**src/rtl/psv_pkg.sv**
```systemverilog
package psv_pkg;

  localparam int CAUSE_W   = 5;
  localparam int C_OVP     = 0;
  localparam int C_OLP     = 1;
  localparam int C_OTP_SLW = 2;
  localparam int C_OTP_FST = 3;
  localparam int C_SCP     = 4;
  localparam int LVL_N     = 4;

  typedef enum logic [2:0] {
    ST_CHARGE  = 3'd0,
    ST_RUN     = 3'd1,
    ST_A_HOLD  = 3'd2,
    ST_A_SINK  = 3'd3,
    ST_L_HOLD  = 3'd4,
    ST_L_SINK  = 3'd5,
    ST_L_CHG   = 3'd6
  } psv_state_t;

endpackage

```
**src/rtl/psv_dwell.sv**
```systemverilog
module psv_dwell #(
  parameter int LEN = 4
) (
  input  logic clk,
  input  logic rst_n,
  input  logic en,
  input  logic cond,
  output logic trip
);
  localparam int CW = (LEN > 1) ? $clog2(LEN) : 1;
  localparam logic [CW-1:0] LIM = CW'(LEN - 1);

  logic [CW-1:0] cnt_q, cnt_d;
  logic          cnt_en;

  // Count consecutive qualified cycles; any gap restarts the window.
  always_comb begin
    cnt_d = cnt_q;
    if (!(en && cond))   cnt_d = '0;
    else if (cnt_q != LIM) cnt_d = cnt_q + 1'b1;
    cnt_en = (cnt_d != cnt_q);
  end

  always_ff @(posedge clk or negedge rst_n) begin
    if (!rst_n)      cnt_q <= '0;
    else if (cnt_en) cnt_q <= cnt_d;
  end

  assign trip = en && cond && (cnt_q == LIM);

  p_cnt_bound_r10: assert property (@(posedge clk) disable iff (!rst_n)
    cnt_q <= LIM);

  generate
    if (LEN > 1) begin : g_hist
      // a trip needs the condition on the previous cycle too
      p_trip_history_r10: assert property (@(posedge clk) disable iff (!rst_n)
        trip |-> ($past(cond) && $past(en)));
    end
  endgenerate

endmodule

```
**src/rtl/psv_scp_count.sv**
```systemverilog
module psv_scp_count #(
  parameter int N = 11
) (
  input  logic clk,
  input  logic rst_n,
  input  logic en,
  input  logic strobe,
  input  logic low,
  output logic trip
);
  localparam int CW = (N > 1) ? $clog2(N) : 1;
  localparam logic [CW-1:0] LIM = CW'(N - 1);

  logic [CW-1:0] cnt_q, cnt_d;
  logic          cnt_en;

  always_comb begin
    cnt_d = cnt_q;
    if (!en)                          cnt_d = '0;
    else if (strobe && !low)          cnt_d = '0;
    else if (strobe && cnt_q != LIM)  cnt_d = cnt_q + 1'b1;
    cnt_en = (cnt_d != cnt_q);
  end

  always_ff @(posedge clk or negedge rst_n) begin
    if (!rst_n)      cnt_q <= '0;
    else if (cnt_en) cnt_q <= cnt_d;
  end

  assign trip = en && strobe && low && (cnt_q == LIM);

  // a good sample always restarts the run of low samples
  p_good_restarts_r9: assert property (@(posedge clk) disable iff (!rst_n)
    (strobe && !low) |=> (cnt_q == '0));

  p_scp_bound_r9: assert property (@(posedge clk) disable iff (!rst_n)
    cnt_q <= LIM);

endmodule

```
**src/rtl/psv_sequencer.sv**
```systemverilog
module psv_sequencer
  import psv_pkg::*;
(
  input  logic               clk,
  input  logic               rst_n,
  input  logic               vdd_ge_start,
  input  logic               vdd_ge_flt_lo,
  input  logic               vdd_ge_chg,
  input  logic               vdd_ge_uvlo,
  input  logic               vdd_ge_clear,
  input  logic [CAUSE_W-1:0] latch_set,
  input  logic [CAUSE_W-1:0] auto_set,
  output logic               run_en,
  output logic               hv_start_en,
  output logic               sink_en,
  output logic               fault_latch,
  output logic               fault_auto,
  output logic [CAUSE_W-1:0] fault_cause
);
  psv_state_t         st_q, st_d;
  logic [CAUSE_W-1:0] cause_q, cause_d;
  logic               st_en, cause_en;
  logic               latch_trip, auto_trip;

  assign latch_trip = |latch_set;
  assign auto_trip  = |auto_set;

  always_comb begin
    st_d    = st_q;
    cause_d = cause_q;
    unique case (st_q)
      ST_CHARGE: if (vdd_ge_start) st_d = ST_RUN;
      ST_RUN: begin
        if (latch_trip) begin
          st_d    = ST_L_HOLD;
          cause_d = latch_set;
        end else if (auto_trip) begin
          st_d    = ST_A_HOLD;
          cause_d = auto_set;
        end else if (!vdd_ge_uvlo) begin
          st_d = ST_CHARGE;
        end
      end
      ST_A_HOLD: if (!vdd_ge_flt_lo) begin
        st_d    = ST_A_SINK;
        cause_d = '0;
      end
      ST_A_SINK: if (!vdd_ge_chg) st_d = ST_CHARGE;
      ST_L_HOLD, ST_L_SINK, ST_L_CHG: begin
        if (!vdd_ge_clear) begin
          st_d    = ST_CHARGE;
          cause_d = '0;
        end else if (st_q == ST_L_HOLD && !vdd_ge_flt_lo) begin
          st_d = ST_L_SINK;
        end else if (st_q == ST_L_SINK && !vdd_ge_chg) begin
          st_d = ST_L_CHG;
        end else if (st_q == ST_L_CHG && vdd_ge_start) begin
          st_d = ST_L_HOLD;
        end
      end
      default: begin
        st_d    = ST_CHARGE;
        cause_d = '0;
      end
    endcase
    st_en    = (st_d != st_q);
    cause_en = (cause_d != cause_q);
  end

  always_ff @(posedge clk or negedge rst_n) begin
    if (!rst_n)     st_q <= ST_CHARGE;
    else if (st_en) st_q <= st_d;
  end

  always_ff @(posedge clk or negedge rst_n) begin
    if (!rst_n)        cause_q <= '0;
    else if (cause_en) cause_q <= cause_d;
  end

  assign run_en      = (st_q == ST_RUN);
  assign hv_start_en = (st_q == ST_CHARGE) || (st_q == ST_L_CHG);
  assign sink_en     = (st_q == ST_A_SINK) || (st_q == ST_L_SINK);
  assign fault_auto  = (st_q == ST_A_HOLD);
  assign fault_latch = (st_q == ST_L_HOLD) || (st_q == ST_L_SINK) || (st_q == ST_L_CHG);
  assign fault_cause = cause_q;

  p_excl_outputs_r12: assert property (@(posedge clk) disable iff (!rst_n)
    $onehot0({run_en, hv_start_en, sink_en}));

  p_cause_tracks_r12: assert property (@(posedge clk) disable iff (!rst_n)
    (fault_latch || fault_auto) == (fault_cause != '0));

  p_start_flag_r1: assert property (@(posedge clk) disable iff (!rst_n)
    $rose(run_en) |-> $past(vdd_ge_start));

  p_uvlo_stop_r2: assert property (@(posedge clk) disable iff (!rst_n)
    (run_en && !vdd_ge_uvlo && !latch_trip && !auto_trip) |=> hv_start_en);

  p_fault_stop_r3: assert property (@(posedge clk) disable iff (!rst_n)
    (run_en && (latch_trip || auto_trip)) |=> !run_en);

  p_sink_entry_r3: assert property (@(posedge clk) disable iff (!rst_n)
    $rose(sink_en) |-> !$past(vdd_ge_flt_lo));

  p_latch_no_run_r5: assert property (@(posedge clk) disable iff (!rst_n)
    fault_latch |=> !run_en);

  p_priority_r11: assert property (@(posedge clk) disable iff (!rst_n)
    (run_en && latch_trip) |=> (fault_latch && !fault_auto));

endmodule

```
**src/rtl/psv_supervisor.sv**
```systemverilog
module psv_supervisor
  import psv_pkg::*;
#(
  parameter int OVP_CYC      = 20500,
  parameter int OLP_CYC      = 5750000,
  parameter int OTP_SLOW_CYC = 1450000,
  parameter int OTP_FAST_CYC = 18500,
  parameter int SCP_COUNT    = 11
) (
  input  logic               clk,
  input  logic               rst_n,
  input  logic               cfg_olp_latch,
  input  logic               vdd_ge_start,
  input  logic               vdd_ge_flt_lo,
  input  logic               vdd_ge_chg,
  input  logic               vdd_ge_uvlo,
  input  logic               vdd_ge_clear,
  input  logic               ovp_hi,
  input  logic               fb_hi,
  input  logic               rt_warm,
  input  logic               rt_trip,
  input  logic               cs_strobe,
  input  logic               cs_low,
  output logic               run_en,
  output logic               hv_start_en,
  output logic               sink_en,
  output logic               fault_latch,
  output logic               fault_auto,
  output logic [CAUSE_W-1:0] fault_cause
);
  logic [LVL_N-1:0]   lvl_cond;
  logic [LVL_N-1:0]   lvl_trip;
  logic               scp_trip;
  logic [CAUSE_W-1:0] latch_set, auto_set;

  // Level sources ordered to match their cause bit positions.
  assign lvl_cond[C_OVP]     = ovp_hi;
  assign lvl_cond[C_OLP]     = fb_hi;
  assign lvl_cond[C_OTP_SLW] = rt_warm;
  assign lvl_cond[C_OTP_FST] = rt_trip;

  generate
    for (genvar i = 0; i < LVL_N; i++) begin : g_lvl
      localparam int WIN = (i == C_OVP) ? OVP_CYC :
                           (i == C_OLP) ? OLP_CYC :
                           (i == C_OTP_SLW) ? OTP_SLOW_CYC : OTP_FAST_CYC;
      psv_dwell #(.LEN(WIN)) u_dwell (
        .clk  (clk),
        .rst_n(rst_n),
        .en   (run_en),
        .cond (lvl_cond[i]),
        .trip (lvl_trip[i])
      );
    end
  endgenerate

  psv_scp_count #(.N(SCP_COUNT)) u_scp (
    .clk   (clk),
    .rst_n (rst_n),
    .en    (run_en),
    .strobe(cs_strobe),
    .low   (cs_low),
    .trip  (scp_trip)
  );

  always_comb begin
    latch_set            = '0;
    auto_set             = '0;
    latch_set[C_OVP]     = lvl_trip[C_OVP];
    latch_set[C_OTP_SLW] = lvl_trip[C_OTP_SLW];
    latch_set[C_OTP_FST] = lvl_trip[C_OTP_FST];
    latch_set[C_OLP]     = lvl_trip[C_OLP] && cfg_olp_latch;
    auto_set[C_OLP]      = lvl_trip[C_OLP] && !cfg_olp_latch;
    auto_set[C_SCP]      = scp_trip;
  end

  psv_sequencer u_seq (
    .clk          (clk),
    .rst_n        (rst_n),
    .vdd_ge_start (vdd_ge_start),
    .vdd_ge_flt_lo(vdd_ge_flt_lo),
    .vdd_ge_chg   (vdd_ge_chg),
    .vdd_ge_uvlo  (vdd_ge_uvlo),
    .vdd_ge_clear (vdd_ge_clear),
    .latch_set    (latch_set),
    .auto_set     (auto_set),
    .run_en       (run_en),
    .hv_start_en  (hv_start_en),
    .sink_en      (sink_en),
    .fault_latch  (fault_latch),
    .fault_auto   (fault_auto),
    .fault_cause  (fault_cause)
  );

  // the configuration input decides the class of the feedback fault
  p_olp_class_r7: assert property (@(posedge clk) disable iff (!rst_n)
    (run_en && lvl_trip[C_OLP] && !cfg_olp_latch && !(|latch_set)) |=> fault_auto);

endmodule

```
**config.mk**
```make
export PLATFORM = sky130hd
export DESIGN_NAME = psv_supervisor
export DESIGN_NICKNAME = d
export VERILOG_FILES = /design/src/rtl/psv_pkg.sv /design/src/rtl/psv_dwell.sv /design/src/rtl/psv_scp_count.sv /design/src/rtl/psv_sequencer.sv /design/src/rtl/psv_supervisor.sv
export SDC_FILE = /design/constraint.sdc
export NUM_CORES = 1
export LEC_CHECK = 0
export BUFFER_PORTS_ARGS = -buffer_cell sky130_fd_sc_hd__buf_4
export CAP_MARGIN = 20
export CORE_MARGIN = 4
export CORE_UTILIZATION = 57
export DETAILED_ROUTE_END_ITERATION = 8
export PLACE_DENSITY_LB_ADDON = 0.25
export SETUP_SLACK_MARGIN = 0.4
export SLEW_MARGIN = 5
export SYNTH_ARGS = -nofsm -noshare
export SYNTH_HDL_FRONTEND = slang
export SYNTH_SLANG_ARGS = --single-unit
```
**constraint.sdc**
```tcl
create_clock -name clk -period 2.6 [get_ports clk]
set_input_delay 0.26 -clock clk [delete_from_list [all_inputs] [get_ports clk]]
set_output_delay 0.26 -clock clk [all_outputs]
set_load 0.01 [all_outputs]
```
# ---- Word level (Yosys, flattened, before mapping)
# Cells that the tools add are included.
dict set report word_totals {
  word_cells 93
  ff_bits 86
  in_bits 14
  out_inout_bits 10
}
dict set report classes {
  n_mux 27
  n_addsub 5
  n_reduce_logical 31
  n_eq_ne 23
}
# op n
set op_table {}
lappend op_table {{$mux W15} 4}
lappend op_table {{$mux W23} 2}
lappend op_table {{$mux W21} 2}
lappend op_table {{$add A15 B1 Y15 const B} 2}
lappend op_table {{$eq A15 B15 Y1 const B} 2}
lappend op_table {{$mux W3} 10}
lappend op_table {{$ne A15 B15 Y1} 2}
lappend op_table {{$ne A15 B15 Y1 const B} 2}
lappend op_table {{$add A23 B1 Y23 const B} 1}
lappend op_table {{$eq A23 B23 Y1 const B} 1}
lappend op_table {{$ne A23 B23 Y1} 1}
lappend op_table {{$ne A23 B23 Y1 const B} 1}
lappend op_table {{$add A21 B1 Y21 const B} 1}
lappend op_table {{$eq A21 B21 Y1 const B} 1}
lappend op_table {{$ne A21 B21 Y1} 1}
lappend op_table {{$ne A21 B21 Y1 const B} 1}
lappend op_table {{$mux W5} 4}
lappend op_table {{$pmux W5 S4} 1}
lappend op_table {{$logic_and A1 B1 Y1} 18}
lappend op_table {{$pmux W3 S5} 1}
lappend op_table {{$mux W4} 3}
lappend op_table {{$eq A3 B3 Y1 const B} 3}
lappend op_table {{$eq A3 B2 Y1 const B} 2}
lappend op_table {{$ne A5 B5 Y1} 1}
lappend op_table {{12 further kinds} 19}

# ---- Depth between registers and ports, before layout
dict set report logic_depth {
  ltp_word 9
  mapped_depth 7
  depth_no_buf 7
}

# ---- Cells and area by module
# A second synthesis with hierarchy kept.
dict set report unflattened {
  hier_cells 532
  hier_area_um2 5027.3
}
# module cells_per_inst n_inst seq_area_each_um2 area_each_um2
set by_module_without_submodules {}
lappend by_module_without_submodules {{psv_dwell at g_lvl[1].u_dwell} 135 1 575.6 1253.7}
lappend by_module_without_submodules {{psv_dwell at g_lvl[2].u_dwell} 127 1 525.5 1201.2}
lappend by_module_without_submodules {{psv_dwell at g_lvl[0].u_dwell} 87 1 375.4 857.1}
lappend by_module_without_submodules {{psv_dwell at g_lvl[3].u_dwell} 83 1 375.4 847.1}
lappend by_module_without_submodules {psv_sequencer 71 1 200.2 595.6}
lappend by_module_without_submodules {psv_scp_count 26 1 100.1 252.7}
lappend by_module_without_submodules {psv_supervisor 3 1 0.0 20.0}

# ---- Least setup slack after synthesis
# OpenSTA, ideal clock, no wires.
dict set report synth_timing {
  kind {reg-to-reg}
  start {register g_lvl[2].u_dwell.cnt_q[0]}
  end {register u_seq.st_q[1]}
  setup_time_ps 120
  n_path_buf 1
  stages_incl_launch_ff 8
  period_less_slack_ps 1915
  slack_ps 685
  arrival_ps 1796
  t_required_ps 2480
  path_cell_list {dfrtp_1 > ha_1 > and3_1 > nand4_1 > or4_1 > buf_2 > and2_1 > a31o_1}
}
dict set report synth_via {
  elab_chain_cells 6
}
# item line
set synth_lines {}
lappend synth_lines {{start: declaration} psv_dwell.sv:13} ;# logic [CW-1:0] cnt_q, cnt_d;
lappend synth_lines {{start signal: assignment} psv_dwell.sv:26} ;# else if (cnt_en) cnt_q <= cnt_d;
lappend synth_lines {{$eq A21 B21 Y1 *} psv_dwell.sv:29} ;# assign trip = en && cond && (cnt_q == LIM);
lappend synth_lines {{$logic_and A1 B1 Y1 *} psv_dwell.sv:29}
lappend synth_lines {{$reduce_or A4 Y1 *} psv_sequencer.sv:25} ;# assign latch_trip = |latch_set;
lappend synth_lines {{$mux W3 *} psv_sequencer.sv:34} ;# if (latch_trip) begin
lappend synth_lines {{$pmux W3 S5 *} psv_sequencer.sv:31} ;# unique case (st_q)
lappend synth_lines {{$ne A3 B3 Y1} psv_sequencer.sv:66} ;# st_en = (st_d != st_q);
lappend synth_lines {{end signal: assignment} psv_sequencer.sv:72} ;# else if (st_en) st_q <= st_d;
lappend synth_lines {{end: declaration} psv_sequencer.sv:20} ;# psv_state_t st_q, st_d;
# Every way passes the cells marked *; elsewhere a longest branch is shown, timed or not.
# A chain may end at the register's enable or synchronous reset.

# ---- Worst setup path in the final report
dict set report layout_timing {
  start {register g_lvl[1].u_dwell.cnt_q[9]}
  end {register g_lvl[1].u_dwell.cnt_q[2]}
}
dict set report layout_via {
  elab_chain_cells 4
  word_cells_on_any_way 5
  classes_between {1 x add/sub; 2 x eq/ne; 2 x mux}
}
# item line
set layout_lines {}
lappend layout_lines {{start: declaration} psv_dwell.sv:13}
lappend layout_lines {{start signal: assignment} psv_dwell.sv:26}
lappend layout_lines {{$add A23 B1 Y23 / $ne A23 B23 Y1 (equally long branches)} psv_dwell.sv:20} ;# else if (cnt_q != LIM) cnt_d = cnt_q + 1'b1;
lappend layout_lines {{$mux W23} psv_dwell.sv:20}
lappend layout_lines {{$mux W23} psv_dwell.sv:19} ;# if (!(en && cond)) cnt_d = '0;
lappend layout_lines {{$ne A23 B23 Y1} psv_dwell.sv:21} ;# cnt_en = (cnt_d != cnt_q);
# Parallel ways exist; a longest one is shown, timed or not.

==> summary.md <==
| Metric | Value |
|---|---|
| Detail Route Antenna Nets | 0 |
| Setup violations, final | 0 |
| Total clock buffers created by CTS | 9 |
| Status | finished, final reports clean |
| Synth top cells by count | dfrtp_1, nor2_1, nand2_1 |
| WL final | 9500 um |
| # diodes | 0 |
| Root Driver | clkbuf_8 |
| Core Util, Final | 0.652 |
| CP max FO | 5 |
| Final hold vios | 0 |
| Die Y | 97.5 um |
| Initial antenna violation count | 0 |
| Ys async rst share | 1.00 |
| Vias in the first global route | 3,471 |
| Max-slew violations | 0 |
| Worst Max-Slew Pin Slew | 596 ps |
| Worst setup path class | flip-flop to flip-flop |
| GR Overflow Total | 0 |
| Initial DRT Pass Iterations | 5 |
| Synthesis-to-layout area growth | 10.8% |
| Core area | 7770 sq um |
| Worst hold-check path type | input port to flip-flop |
| Post-Route Setup TNS | 0 ps |
| Worst VDD drop | 0.264 mV |
| Ys flop type | dfrtp_1 |
| NumNets Final | 533 |
| Share of post-route cells with drive strength above 1 | 0.118 |
| RSZ-0062 raised after global routing | no |
| DPL Wire Length | 6710 um |
| CP startpoint | g_lvl[1].u_dwell.cnt_q[9] |
| Clk buf depth | 2 |
| Top cell type's share of synthesized area | 0.471 |
| Starting Density | 0.588 |
| Minimum clock period | 2060 ps |
| WL/cell | 15.3 um |
| Max_cap viols | 0 |
| EDFF count, synth | 0 |
| Reg area | 2150 sq um |
| Post-Syn Instances | 488 |
| FILL cells | 639 |
| Std-Cell Rows | 32 |
| Die Width | 97.5 um |
| Port-buffer cells | 23 |
| DRC errors left | 0 |
| Reg-to-reg startpoint | g_lvl[1].u_dwell.cnt_q[9] |
| Placer Congestion | 0.888 |
| Peak Freq | 486 MHz |
| Post-synthesis sequential area ratio | 0.471 |
| Slew HR | 0.593 |
| Worst path cell trace | or3_1 -> nor4_4 -> buf_4 -> nand3_4 -> a31o_1 -> a211oi_2 |
| # clock sinks | 86 |
| Clk_lat worst skew | 360 ps |
| PD cells | 477 nW/um^2 |
| Synthesized Nets | 508 |
| WP data required | 2870 ps |
| Slowest CP cell | or3_1 |
| HP Start | vdd_ge_uvlo |
| Startpoint Class | flip-flop |
| Top-count cell post-synth | dfrtp_1 |
| Clock transition at path regs | 80 ps |
| Crit. End Element | flip-flop |
| Clock skew | 7.88 ps |
| DR iter-0 viols | 156 |
| First-pass GRT wire length | 16,500 um |
| Syn_area_per_cell | 9.37 sq um |
| Largest stage delay on the critical path | 430 ps |
| Via density | 5.86 |
| P_leak | 2.09 nW |
| Vias | 3,635 |
| Largest net degree at the start of global routing | 54 |
| Top cells by area, synth | dfrtp_1, xnor2_1, nor2_1 |
| Synthesized area | 4570 sq um |
| YS warnings | 0 |
| Multi-input gate area | 2280 sq um |
| Cell taking the most area after synthesis | dfrtp_1 |
| H-tree depth | 3 |
| Synth Register Bits | 86 |
| Worst path arrival time | 2330 ps |
| Crit share post-route | 0.791 |
| CTS tree | done |
| # IOs | 24 |
| Die ar. | 9520 sq um |
| GRT Overall Usage | 0.209 |
| Count of cell types in the netlist | 47 |
==> metal layers <==
layer,share of wire,vias up,GRT usage
met1,0.48,1786,0.309
li1,-,1756,-
met2,0.46,81,0.312
met3,0.041,12,0.0431
met4,0.015,0,0.0618
met5,0,-,0
==> power breakdown <==
part           internal, mW  switching [mW]  leakage [nW]
clock                 0.380           0.496        0.0970
combinational        0.0594           0.112         0.796
sequential             1.35          0.0170          1.20
total                  1.79           0.625          2.09
==> through the flow <==
stage               power (mW)  cell area, sq um  worst slack [ps]  hold slack [ps]  instances
floorplan                 1.48              4570               685            -35.6        488
CTS                       2.44              5020               510              169        617
finish                    2.41              5060               544              178        620
detailed placement        1.56              4830               420              242        600
global placement          1.56              4830               556              236        600
global route              2.51              5060               408              190        620
==> cell families (layout without fill, tap and decap cells) <==
logic type | Yosys count | count (layout) | synth area share
mux | 5 | 5 | 0.0112
compound gates | 61 | 61 | 0.0813
flops | 86 | 86 | 0.471
buf+inv | 37 | 67 | 0.0337
simple gates | 233 | 233 | 0.272
fa+ha+maj | 6 | 6 | 0.0164
xor+xnor | 60 | 60 | 0.115
==> worst max-delay path, delay by kind of cell, from the launching register on <==
| family | cells | cell delay, ps |
|---|---|---|
| AND/OR/NAND/NOR | 3 | 920 |
| AO/OA/AOI/OAI | 2 | 460 |
| flip-flops | 1 | 410 |
| buffers and inverters | 1 | 190 |
==> area by class of cell <==
type | instances | share of cell area
Clock buffer | 10 | 0.0272
Clock inverter | 6 | 0.00890
Inverter | 21 | 0.0156
Multi-Input combinational cell | 365 | 0.450
Sequential cell | 86 | 0.425
Tap cell | 102 | 0.0252
Timing Repair Buffer | 30 | 0.0474
==> registers in the layout, indices dropped and copies added, names as in the netlist <==
name,count
g_lvl.u_dwell.cnt_q,74
u_seq.fault_cause,5
u_seq.st_q,3
u_scp.cnt_q,4
==> final timing paths <==
kind | to | slack (ps) | cells after the start
max | g_lvl[1].u_dwell.cnt_q[2] | 540 | 6
max reg2reg | g_lvl[1].u_dwell.cnt_q[2] | 540 | 6
min in group asynchronous | g_lvl[1].u_dwell.cnt_q[11] | 380 | 2
min | u_seq.st_q[0] | 180 | 3
min reg2reg | g_lvl[3].u_dwell.cnt_q[14] | 550 | 2
max in group asynchronous | u_seq.st_q[0] | 1570 | 3
==> layout by cell type, fill, tap and decap left out, types with 2 or more instances in the layout <==
cell type  instances
a21boi_0           3
a21oi_1           19
a31o_1             2
a31oi_1            5
and2_1             6
and3_1             7
and3_2             3
and4_1            12
buf_4             28
clkbuf_8          10
clkinv_2           2
clkinv_4           2
dfrtp_1           85
ha_1               6
inv_1             20
inv_6              2
mux2i_1            4
nand2_1           35
nand3_1           22
nand4_1           18
nor2_1            74
nor2b_1            2
nor3_1            16
nor4_1             6
nor4b_1            2
nor4bb_1           3
nor4bb_2           2
o211ai_1           2
o21ai_0           22
or3_1             15
xnor2_1           34
xor2_1            26
==> timing repair <==
action | in CTS | in global routing
endpoints found under the setup margin | 1 | 5
buffers inserted | 0 | 3
gates resized for setup | 1 | 4
endpoints found under the hold margin | 33 | 0
hold buffers | 1 | 0
gates cloned | 0 | 0
pin swaps | 0 | 1
Power figures use the tool's default switching activity.
